===== config.mk =====
export PLATFORM = sky130hd
export DESIGN_NAME = fgen_cell
export DESIGN_NICKNAME = d
export VERILOG_FILES = /design/src/rtl/fgen_pkg.sv /design/src/rtl/fgen_store.sv /design/src/rtl/fgen_tap.sv /design/src/rtl/fgen_oreg.sv /design/src/rtl/fgen_cell.sv
export SDC_FILE = /design/constraint.sdc
export NUM_CORES = 1
export LEC_CHECK = 0
export ABC_AREA = 1
export BUFFER_PORTS_ARGS = -buffer_cell sky130_fd_sc_hd__buf_2
export CORE_ASPECT_RATIO = 0.6
export CORE_MARGIN = 2
export CORE_UTILIZATION = 50
export DETAILED_ROUTE_END_ITERATION = 6
export PLACE_DENSITY = 0.74
export SETUP_SLACK_MARGIN = 0.02
export SKIP_LAST_GASP = 1
export SYNTH_ARGS = -nofsm -noshare
export SYNTH_HDL_FRONTEND = slang
export SYNTH_SLANG_ARGS = --single-unit

===== constraint.sdc =====
create_clock -name clk -period 2.2 [get_ports clk]
set_clock_uncertainty 0.1 [all_clocks]
set_input_delay 0.44 -clock clk [delete_from_list [all_inputs] [get_ports clk]]
set_output_delay 0.44 -clock clk [all_outputs]
set_load 0.02 [all_outputs]

===== src/rtl/fgen_pkg.sv =====
package fgen_pkg;

    localparam int SEL_W = 4;
    localparam int DEPTH = 1 << SEL_W;

    typedef enum logic [1:0] {
        FG_LUT   = 2'd0,
        FG_RAM   = 2'd1,
        FG_SHIFT = 2'd2,
        FG_RSVD  = 2'd3
    } fg_mode_e;

    // Decoded update operation for one clock edge
    typedef struct packed {
        logic load;
        logic wr;
        logic sh;
    } fg_op_s;

    function automatic fg_op_s fg_decode(input logic [1:0] mode,
                                         input logic       we,
                                         input logic       load);
        fg_op_s op;
        op.load = load;
        op.wr   = !load && (fg_mode_e'(mode) == FG_RAM)   && we;
        op.sh   = !load && (fg_mode_e'(mode) == FG_SHIFT) && we;
        return op;
    endfunction

endpackage


===== src/rtl/fgen_store.sv =====
module fgen_store
    import fgen_pkg::*;
#(
    parameter int SEL_W = fgen_pkg::SEL_W,
    localparam int DEPTH = 1 << SEL_W
) (
    input  logic             clk,
    input  logic             rst,
    input  fg_op_s           op,
    input  logic [SEL_W-1:0] addr,
    input  logic             din,
    input  logic [DEPTH-1:0] cfg_data,
    output logic [DEPTH-1:0] word_q
);

    // One slice of update logic per storage bit
    for (genvar k = 0; k < DEPTH; k++) begin : g_bit
        logic nxt;
        logic shift_src;

        if (k == 0) begin : g_head
            assign shift_src = din;
        end else begin : g_body
            assign shift_src = word_q[k-1];
        end

        always_comb begin
            if (op.load) begin
                nxt = cfg_data[k];
            end else if (op.wr && (addr == SEL_W'(k))) begin
                nxt = din;
            end else if (op.sh) begin
                nxt = shift_src;
            end else begin
                nxt = word_q[k];
            end
        end

        always_ff @(posedge clk) begin
            if (rst) begin
                word_q[k] <= 1'b0;
            end else begin
                word_q[k] <= nxt;
            end
        end
    end

endmodule


===== src/rtl/fgen_tap.sv =====
module fgen_tap #(
    parameter int SEL_W = fgen_pkg::SEL_W,
    localparam int DEPTH = 1 << SEL_W
) (
    input  logic [DEPTH-1:0] data_i,
    input  logic [SEL_W-1:0] sel_i,
    output logic             bit_o
);

    // Balanced 2:1 tree: every path crosses SEL_W mux levels
    for (genvar l = 0; l < SEL_W; l++) begin : g_lvl
        localparam int N = DEPTH >> (l + 1);
        logic [N-1:0]   node;
        logic [2*N-1:0] src;

        if (l == 0) begin : g_src_first
            assign src = data_i;
        end else begin : g_src_next
            assign src = g_lvl[l-1].node;
        end

        for (genvar i = 0; i < N; i++) begin : g_mux
            assign node[i] = sel_i[l] ? src[2*i+1] : src[2*i];
        end
    end

    assign bit_o = g_lvl[SEL_W-1].node[0];

endmodule


===== src/rtl/fgen_oreg.sv =====
module fgen_oreg (
    input  logic clk,
    input  logic rst,
    input  logic d,
    output logic q
);

    always_ff @(posedge clk) begin
        if (rst) begin
            q <= 1'b0;
        end else begin
            q <= d;
        end
    end

endmodule


===== src/rtl/fgen_cell.sv =====
module fgen_cell
    import fgen_pkg::*;
#(
    parameter int SEL_W = fgen_pkg::SEL_W,
    localparam int DEPTH = 1 << SEL_W
) (
    input  logic             clk,
    input  logic             rst,
    input  logic [1:0]       mode_i,
    input  logic             we_i,
    input  logic             din_i,
    input  logic [SEL_W-1:0] addr_i,
    input  logic             cfg_load_i,
    input  logic [DEPTH-1:0] cfg_data_i,
    output logic             f_o,
    output logic             q_o,
    output logic             shift_out_o
);

    fg_op_s           op;
    logic [DEPTH-1:0] store_q;

    assign op = fg_decode(mode_i, we_i, cfg_load_i);

    fgen_store #(.SEL_W(SEL_W)) u_store (
        .clk      (clk),
        .rst      (rst),
        .op       (op),
        .addr     (addr_i),
        .din      (din_i),
        .cfg_data (cfg_data_i),
        .word_q   (store_q)
    );

    fgen_tap #(.SEL_W(SEL_W)) u_tap (
        .data_i (store_q),
        .sel_i  (addr_i),
        .bit_o  (f_o)
    );

    fgen_oreg u_oreg (
        .clk (clk),
        .rst (rst),
        .d   (f_o),
        .q   (q_o)
    );

    assign shift_out_o = store_q[DEPTH-1];

endmodule


==> flow_summary.json, run 1 <==
{
  "run_status": "complete, no violations",
  "clock_insertion_delay_worst_skew_ns": 0.26,
  "drt_iter0_drc": 145,
  "finalHoldViolCount": 0,
  "globalplace.congestion": 0.912,
  "stdcell_count": 320,
  "routedWlPerCell_um": 11.9,
  "setup-violations-final": 0,
  "p_int_mw": 0.536,
  "rows": 15,
  "sequential_to_total_area_share_from_yosys_stat_pct": 23.1,
  "place_inst": 316,
  "global_route.overflow_total": 0,
  "seqPwrFrac_pct": 43.5,
  "timing.critical_path.slowest_cell_delay_ns": 0.15,
  "detail_route.vias_per_cell": 5.09,
  "synth-edff-count": 0,
  "clock.fmax_mhz": 490,
  "timing.critical_path.required_ns": 1.66,
  "cts_setup_buffers": 0,
  "post_synth_main_area_contributors": "sky130_fd_sc_hd__dfxtp_1 (23%), sky130_fd_sc_hd__nand2_1 (20%), sky130_fd_sc_hd__nand3_1 (15%)",
  "tritoncts": "built",
  "via_count": 1629,
  "cp.buffers_inverters": 5,
  "final_min_period_ns": 2.04,
  "grt_antenna_before_repair": 0,
  "worst-path-max-fanout": 5,
  "num_io_pins": 30,
  "synthToLayoutAreaGrowth_pct": 12.3,
  "global_route_total_usage_across_every_layer_pct": 23.6,
  "postLayoutCoreUtil_pct": 58.2,
  "antenna_cells": 0,
  "post_synth_inst_count": 255,
  "wl_um": 3790,
  "power_leakage_nw": 0.814,
  "htree_levels": 1,
  "final_nets": 306,
  "relSlewSlack_pct": 70.1,
  "wire_length_of_the_first_global_routing_pass_um": 6070,
  "num_clock_sinks": 17,
  "post-dp-hpwl_um": 2820,
  "grt_start_max_net_pins": 32,
  "cp_cell_sequence": "buf_2, inv_1, nand2_1, inv_1, nand2_1, nand3_1, nand2_1, nand2_1, nor2_1, inv_1, buf_2",
  "kind_of_end_point_of_the_critical_path": "output port",
  "die_w_um": 74.0,
  "p_total_mw": 0.801,
  "timing.setup.critical_path_class": "in -> out",
  "synth_seq_cells": 17,
  "finalCritPeriodShare_pct": 92.8,
  "vdd_drop_max_mv": 0.296,
  "critical_path.slowest_cell": "sky130_fd_sc_hd__nand2_1",
  "io_buffers": 29,
  "rsz0062_at_grt": "no",
  "cts_root_buffer": "sky130_fd_sc_hd__clkbuf_8",
  "vertical_die_dimension_um": 46,
  "clk_pin_slew_worst_paths_ns": 0.07,
  "synth_async_sr_flop_share_pct": 0,
  "avgSynthCellArea_sq_um": 5.77,
  "synth.top_cell.area_share_pct": 23.1,
  "share_clk_of_total_power_pct": 30.9,
  "fp.coreArea_sq_um": 2830,
  "drc_errors": 0,
  "layout_setup_ws_ns": 0.159,
  "post_route_cells_drive_above_1_share_pct": 19.4,
  "critical-path-top-delay-family": "simple AND/OR/NAND/NOR gates",
  "switching_fraction_of_total_power_pct": 33.0,
  "hold_worst_slack_ns": 0.393,
  "placed_cell_area_sq_um": 1600,
  "stdcell_area_sq_um": 1650,
  "drtAntennaViolNets": 0,
  "via_count_of_the_first_global_routing_pass": 1295,
  "netlist_area_sq_um": 1470,
  "post_synth_num_cell_types": 21,
  "multi_input_comb_area_sq_um": 955,
  "register_cell_area_after_layout_sq_um": 340,
  "worst_hold_path_type": "reg -> reg",
  "commonest_non_fill_non_tap_cells_in_the_layout": "sky130_fd_sc_hd__nand2_1 (77), sky130_fd_sc_hd__nand3_1 (45), sky130_fd_sc_hd__buf_2 (28)",
  "cts-root-to-sink-buffers": 2,
  "synth.net_count": 282,
  "drv.max_cap_violation_count": 0,
  "fp.dieArea_sq_um": 3400,
  "worst_slew_pin_slew_ns": 0.449,
  "starting_utilization_of_the_core_area_pct": 51.9,
  "cp-start-kind": "input pin",
  "setup_total_negative_slack_ns": 0,
  "maxSlewViolCount": 0,
  "pre_cts_slack_ns": 0.168,
  "cp_data_arrival_time_ns": 1.50,
  "combinationalPowerShare_pct": 25.6,
  "drt-pass1-iter-count": 5,
  "final_common_cell": "sky130_fd_sc_hd__nand2_1",
  "cpMostUsedCell": "sky130_fd_sc_hd__nand2_1",
  "power.switching_mw": 0.264,
  "fillers": 301,
  "synthFlopType": "sky130_fd_sc_hd__dfxtp_1",
  "power_density_nw_per_um2": 485,
  "synth_largest_area_cell": "sky130_fd_sc_hd__dfxtp_1",
  "synthesis.yosys.warnings": 0,
  "number_of_clock_buffers_inserted_by_tritoncts": 3
}
[area by class of cell]
cell class                 instances  share of cell area (%)
inverter                          24                    5.76
tap                               42                    3.18
sequential                        17                    20.6
timing repair buffer              31                    9.86
clock buffer                       4                    2.73
multi-input combinational        202                    57.8
[power groups by stage]
stage	combinational, mW	sequential [mW]	clock [mW]
after floorplan	0.149	0.352	0
after global placement	0.201	0.355	0
after detailed placement	0.203	0.355	0
after CTS	0.204	0.348	0.253
after global routing	0.233	0.351	0.263
final	0.205	0.349	0.247
[cells in the mapped netlist (2+ instances only)]
library cell	count
sky130_fd_sc_hd__dfxtp_1	17
sky130_fd_sc_hd__nand2_1	77
sky130_fd_sc_hd__inv_1	22
sky130_fd_sc_hd__buf_2	4
sky130_fd_sc_hd__clkbuf_1	4
sky130_fd_sc_hd__buf_6	2
sky130_fd_sc_hd__nand3_1	45
sky130_fd_sc_hd__a21oi_1	20
sky130_fd_sc_hd__nand4_1	4
sky130_fd_sc_hd__a21boi_0	4
sky130_fd_sc_hd__nor2_1	26
sky130_fd_sc_hd__a21oi_2	6
sky130_fd_sc_hd__nand2_2	10
sky130_fd_sc_hd__o21ai_0	7
[kinds of logic (layout without fill, tap and decap cells)]
kind of cell,Yosys count,in the layout,share of synthesized area [%]
buffers and inverters,36,59,11.9
AND/OR/NAND/NOR,164,164,49.7
AO/OA/AOI/OAI,38,38,15.2
flip-flops,17,17,23.1
[worst reg2reg max path, cell delays in order (launching register included)]
cell and delay [ns]:
sky130_fd_sc_hd__dfxtp_1 0.35, sky130_fd_sc_hd__inv_1 0.06, sky130_fd_sc_hd__o21ai_0 0.20, sky130_fd_sc_hd__nand2_1 0.09
sky130_fd_sc_hd__nand2_1 0.06, sky130_fd_sc_hd__nand2_1 0.04, sky130_fd_sc_hd__nand2_1 0.08, sky130_fd_sc_hd__nor2_1 0.06
sky130_fd_sc_hd__nor2_1 0.07
[metal layers]
layer / vias to the layer above / GRT usage [%] / part of all wire (%)
li1: 870 / - / -
met1: 683 / 35.2 / 53
met2: 74 / 35.2 / 39
met3: 2 / 5.31 / 7.9
met4: 0 / 3.27 / 0.37
met5: - / 0 / 0
[registers in the layout (all words and copies together) (netlist names)]
| register | cells |
|---|---|
| u_oreg.q | 1 |
| u_store.word_q | 1 |
| u_store.g_bit.shift_src | 15 |
[final timing paths]
kind | end | startpoint | slack, ns | cells past startpoint
worst min-delay path | u_store.g_bit[7].shift_src | u_store.g_bit[7].shift_src | 0.39 | 2
worst min register to register | u_store.g_bit[7].shift_src | u_store.g_bit[7].shift_src | 0.39 | 2
worst max-delay path | f_o | addr_i[1] | 0.16 | 11
worst max register to register | u_oreg.q | u_store.g_bit[5].shift_src | 1.02 | 8
[repair_timing]
item                       4_1_cts  5_1_grt
gates resized for setup          0        1
setup endpoints to repair        0        1
hold buffers                     0        0
Note: power is estimated with default switching activity, not from simulation.
==> run 2: changes to the inputs <==
Settings changed: HOLD_SLACK_MARGIN set to 0.15, PLACE_DENSITY 0.74 to unset, PLACE_DENSITY_LB_ADDON set to 0.08.
==> run 2 against run 1 <==
- combinational power is essentially flat
- routed wire length grew 5.2%
- global-route usage grew 1.6 points
- non-clock buffer count grew 2
- total power grew 0.65%
- setup slack lost 0.0028 ns
- critical path depth is the same
- sequential power is essentially flat
- maximum frequency shrank 0.14%
- sequential cell count is the same
- critical endpoint unchanged
- largest cell class unchanged
==> flow_summary.json, run 2 (same netlist as run 1, synthesis figures left out) <==
{
  "grt_start_max_net_pins": 32,
  "timing.critical_path.slowest_cell_delay_ns": 0.17,
  "wl_um": 3990,
  "rows": 15,
  "detail_route.vias_per_cell": 5.15,
  "cts_setup_buffers": 0,
  "number_of_clock_buffers_inserted_by_tritoncts": 3,
  "final_nets": 308,
  "p_total_mw": 0.806,
  "largest_reg_flops": 15,
  "cts_root_buffer": "sky130_fd_sc_hd__clkbuf_8",
  "share_clk_of_total_power_pct": 30.5,
  "run_status": "complete, no violations",
  "switching_fraction_of_total_power_pct": 33.2,
  "power_leakage_nw": 0.823,
  "cp-start-kind": "input pin",
  "reg2reg_from": "u_store.g_bit[5].shift_src",
  "post_route_cells_drive_above_1_share_pct": 20.4,
  "clock_insertion_delay_worst_skew_ns": 0.26,
  "die_w_um": 74.0,
  "synthToLayoutAreaGrowth_pct": 13.3,
  "fp.coreArea_sq_um": 2830,
  "post-dp-hpwl_um": 2960,
  "cpMostUsedCell": "sky130_fd_sc_hd__nand2_1",
  "cts-root-to-sink-buffers": 2,
  "io_buffers": 29,
  "num_clock_sinks": 17,
  "drt_iter0_drc": 104,
  "vdd_drop_max_mv": 0.223,
  "cp_cell_sequence": "buf_2, inv_2, nand2_1, inv_1, nand2_1, nand3_1, nand2_1, nand2_1, nor2_1, inv_1, buf_2",
  "clock.fmax_mhz": 489,
  "register_cell_area_after_layout_sq_um": 340,
  "multi_input_comb_area_sq_um": 957,
  "final_min_period_ns": 2.04,
  "vertical_die_dimension_um": 46,
  "fillers": 309,
  "cp_data_arrival_time_ns": 1.50,
  "timing.setup.critical_path_class": "in -> out",
  "finalCritPeriodShare_pct": 92.9,
  "worst-path-max-fanout": 10,
  "kind_of_end_point_of_the_critical_path": "output port",
  "maxSlewViolCount": 0,
  "p_int_mw": 0.538,
  "worst_slew_pin_slew_ns": 0.449,
  "setup-violations-final": 0,
  "wire_length_of_the_first_global_routing_pass_um": 6500,
  "globalplace.congestion": 0.854,
  "worst_hold_path_type": "reg -> reg",
  "routedWlPerCell_um": 12.4,
  "global_route.overflow_total": 0,
  "fp.dieArea_sq_um": 3400,
  "rsz0062_at_grt": "no",
  "timing.critical_path.required_ns": 1.66,
  "hold_worst_slack_ns": 0.387,
  "crit_path_start": "addr_i[0]",
  "drt-pass1-iter-count": 4,
  "power.switching_mw": 0.267,
  "min_from": "u_store.g_bit[5].shift_src",
  "final_common_cell": "sky130_fd_sc_hd__nand2_1",
  "drtAntennaViolNets": 0,
  "combinationalPowerShare_pct": 25.7,
  "setup_total_negative_slack_ns": 0,
  "tritoncts": "built",
  "commonest_non_fill_non_tap_cells_in_the_layout": "sky130_fd_sc_hd__nand2_1 (76), sky130_fd_sc_hd__nand3_1 (45), sky130_fd_sc_hd__buf_2 (29)",
  "global_route_total_usage_across_every_layer_pct": 25.2,
  "num_io_pins": 30,
  "relSlewSlack_pct": 70.1,
  "via_count": 1658,
  "finalHoldViolCount": 0,
  "power_density_nw_per_um2": 484,
  "grt_antenna_before_repair": 0,
  "seqPwrFrac_pct": 43.7,
  "starting_utilization_of_the_core_area_pct": 51.9,
  "via_count_of_the_first_global_routing_pass": 1365,
  "antenna_cells": 0,
  "clk_pin_slew_worst_paths_ns": 0.07,
  "critical_path.slowest_cell": "sky130_fd_sc_hd__buf_2",
  "drc_errors": 0,
  "drv.max_cap_violation_count": 0,
  "htree_levels": 1
}
==> run 2: changes by cell type in the layout (fill, tap and decap cells not counted), sizes merged <==
cell / previous run / this run
buf: 30 / 33
clkbuf: 5 / 4
==> run 2: per-stage QoR <==
step,instances,worst slack [ns],utilization (%),cell area (sq um)
final,322,0.156,58.8,1670
after global routing,322,0.0107,58.8,1670
after CTS,322,0.173,58.7,1660
after detailed placement,318,0.181,57.1,1620
after global placement,318,0.199,57.1,1620
after floorplan,255,0.390,-,1470
==> run 2: area by class of cell <==
cell class	instances	share of cell area (%)
Clock buffer	4	2.70
Sequential cell	17	20.4
Timing Repair Buffer	33	10.5
Inverter	24	5.71
Tap cell	42	3.16
Multi-Input combinational cell	202	57.5
==> run 2: layer usage <==
metal / GRT usage (%) / wire length [um] / up-vias / part of all wire, %
li1: - / - / 873 / -
met5: 0 / 0 / - / 0
met1: 38.1 / 2010 / 725 / 50
met4: 3.64 / 29 / 0 / 0.73
met2: 37.0 / 1560 / 56 / 39
met3: 5.53 / 393 / 4 / 9.8
==> run 2: worst paths after layout <==
check	slack (ns)	cells after the start	end
setup / recovery	0.16	11	f_o
hold / removal	0.39	2	u_store.g_bit[5].shift_src
setup reg to reg	1.07	8	u_oreg.q
hold reg to reg	0.39	2	u_store.g_bit[5].shift_src
==> run 2: repair_timing <==
action / in CTS / in global routing
hold buffers: 0 / 0
endpoints found under the setup margin: 0 / 1
gates resized for setup: 0 / 1
==> run 2: worst max-delay path, delay by kind of cell <==
kind                   cells  cell delay [ns]
buffers and inverters      5             0.55
AND/OR/NAND/NOR            6             0.50
==> run 2: power by group through the flow <==
stage | sequential (mW) | combinational [mW] | clock [mW]
after detailed placement | 0.358 | 0.205 | 0
final | 0.352 | 0.207 | 0.246
after CTS | 0.351 | 0.206 | 0.253
after floorplan | 0.352 | 0.149 | 0
after global placement | 0.358 | 0.204 | 0
after global routing | 0.353 | 0.237 | 0.266
==> run 3: changes to the inputs <==
Clock period 2.2 ns to 2.05 ns, I/O delays scaled along.
==> run 3 against run 2 <==
- total power up 6.4%
- via count is 2.4% lower
- cell count up 0.93%
- routed wire length decreased by 4.9%
- global-route usage fell by 0.64 points
- clock power increased by 2%
- clock-buffer cell count unchanged
- hold slack better by 0.00051 ns
- sequential power is 7.1% higher
- setup slack better by 0.0076 ns
- core utilization grew 1.1 points
- sequential share of layout area down 0.36 points
==> flow_summary.json, run 3 (same netlist as run 1, synthesis figures left out) <==
{
  "htree_levels": 1,
  "cts_hold_buffers": 0,
  "finalHoldViolCount": 0,
  "vdd_drop_max_mv": 0.367,
  "placed_cell_area_sq_um": 1640,
  "largest_reg_flops": 15,
  "vertical_die_dimension_um": 46,
  "cp.buffers_inverters": 5,
  "cpMostUsedCell": "sky130_fd_sc_hd__nand2_1",
  "tritoncts": "built",
  "endpoint": "f_o",
  "wl_um": 3800,
  "grt_antenna_before_repair": 0,
  "number_of_clock_buffers_inserted_by_tritoncts": 3,
  "cts-root-to-sink-buffers": 2,
  "globalplace.congestion": 0.929,
  "die_w_um": 74.0,
  "relSlewSlack_pct": 81.2,
  "routedWlPerCell_um": 11.7,
  "ff2ff_setup_slack_ns": 0.96,
  "drt-pass1-iter-count": 4,
  "reg2reg_from": "u_store.g_bit[5].shift_src",
  "setup_total_negative_slack_ns": 0,
  "worst-path-max-fanout": 10,
  "setup-violations-final": 0,
  "timing.setup.critical_path_class": "in -> out",
  "grt_start_max_net_pins": 21,
  "finalCritPeriodShare_pct": 92.0,
  "critical_path.slowest_cell": "sky130_fd_sc_hd__clkbuf_4",
  "timing.critical_path.slowest_cell_delay_ns": 0.17,
  "rsz0062_at_grt": "no",
  "final_min_period_ns": 1.89,
  "cp.depth": 11,
  "drv.max_cap_violation_count": 0,
  "power_density_nw_per_um2": 506,
  "power_leakage_nw": 0.838,
  "stdcell_area_sq_um": 1700,
  "maxSlewViolCount": 0,
  "antenna_cells": 0,
  "drc_errors": 0,
  "detail_route.vias_per_cell": 4.98,
  "io_buffers": 29,
  "rows": 15,
  "hold_worst_slack_ns": 0.387,
  "cp_cell_sequence": "clkbuf_4, inv_2, nand2_2, inv_1, nand2_1, nand3_1, nand2_1, nand2_1, nor2_2, inv_1, buf_2",
  "critical-path-top-delay-family": "buffers and inverters",
  "num_clock_sinks": 17,
  "regToRegEndpoint": "u_oreg.q",
  "via_count_of_the_first_global_routing_pass": 1321,
  "drtAntennaViolNets": 0,
  "wire_length_of_the_first_global_routing_pass_um": 6270,
  "global_route_total_usage_across_every_layer_pct": 24.6,
  "worst-r2r-cell-count": 8,
  "synthToLayoutAreaGrowth_pct": 15.3,
  "post-dp-hpwl_um": 2930,
  "clk_pin_slew_worst_paths_ns": 0.07,
  "run_status": "complete, no violations",
  "kind_of_end_point_of_the_critical_path": "output port",
  "final_nets": 311,
  "cts_root_buffer": "sky130_fd_sc_hd__clkbuf_8",
  "via_count": 1618,
  "clock_insertion_delay_worst_skew_ns": 0.25,
  "drt_iter0_drc": 129,
  "crit_path_start": "addr_i[0]",
  "clock.fmax_mhz": 530,
  "global_route.overflow_total": 0,
  "starting_utilization_of_the_core_area_pct": 51.9,
  "fp.coreArea_sq_um": 2830,
  "cp-start-kind": "input pin",
  "worst_hold_path_type": "reg -> reg",
  "fp.dieArea_sq_um": 3400,
  "final_common_cell": "sky130_fd_sc_hd__nand2_1",
  "timing.critical_path.required_ns": 1.54,
  "commonest_non_fill_non_tap_cells_in_the_layout": "sky130_fd_sc_hd__nand2_1 (75), sky130_fd_sc_hd__nand3_1 (45), sky130_fd_sc_hd__buf_2 (28)",
  "worst_slew_pin_slew_ns": 0.283,
  "post_route_cells_drive_above_1_share_pct": 22.3,
  "num_io_pins": 30,
  "cp_data_arrival_time_ns": 1.38
}
==> run 3: cell types whose count changed in the layout (fill, tap and decap cells not counted), sizes merged <==
cell / delta
clkbuf: +1
buf: +2
==> run 3: how the worst min path moves through the flow <==
stage	cells past startpoint	to	slack, ns	startpoint
after floorplan	2	u_store.g_bit[5].shift_src	0.36	u_store.g_bit[5].shift_src
after global placement	2	u_store.g_bit[7].shift_src	0.37	u_store.g_bit[7].shift_src
after detailed placement	2	u_store.g_bit[7].shift_src	0.38	u_store.g_bit[7].shift_src
after CTS	2	u_store.word_q[15]	0.39	rst
after global routing	2	u_store.word_q[15]	0.40	rst
final	2	u_store.g_bit[7].shift_src	0.39	u_store.g_bit[7].shift_src
==> run 3: tightest hold or removal path, stage by stage, from the launching register on <==
cell                      delay [ns]
sky130_fd_sc_hd__dfxtp_1        0.31
sky130_fd_sc_hd__nand3_1        0.07
sky130_fd_sc_hd__a21oi_1        0.06
==> run 3: per-layer routing <==
metal	global-route usage, %	vias to the layer above	part of all wire [%]	routed length [um]
met5	0	-	0	0
met4	2.18	0	0.26	10
met3	6.42	2	8.6	326
met2	34.8	48	38	1450
met1	37.9	686	53	2010
li1	-	882	-	-
==> run 3: layout make-up <==
cell class / instances / area [sq um]
multi-input cells: 202 / 962
inverters: 24 / 95.1
clock buffers: 4 / 45.0
repair buffers: 36 / 200
fillers: 283 / 1140
well taps: 42 / 52.6
flip-flops and latches: 17 / 340
==> run 3: metrics by stage <==
| step | power (mW) | std cells | util [%] | worst slack [ns] |
|---|---|---|---|---|
| 6_report | 0.857 | 325 | 59.8 | 0.164 |
| 5_1_grt | 0.920 | 325 | 59.8 | 0.0196 |
| 4_1_cts | 0.865 | 325 | 59.5 | 0.0426 |
| 3_5_place_dp | 0.606 | 321 | 57.9 | 0.0677 |
| 3_3_place_gp | 0.609 | 321 | 57.9 | 0.102 |
| 2_1_floorplan | 0.537 | 255 | - | 0.300 |
==> run 3: timing repair <==
item,in CTS,in global routing
gates resized for setup,0,5
setup endpoints to repair,0,1
setup buffers,0,0
==> run 3: power by group <==
part | total, mW | switching (mW) | internal (mW)
clock | 0.252 | 0.114 | 0.138
sequential | 0.377 | 0.0224 | 0.355
combinational | 0.228 | 0.138 | 0.0895
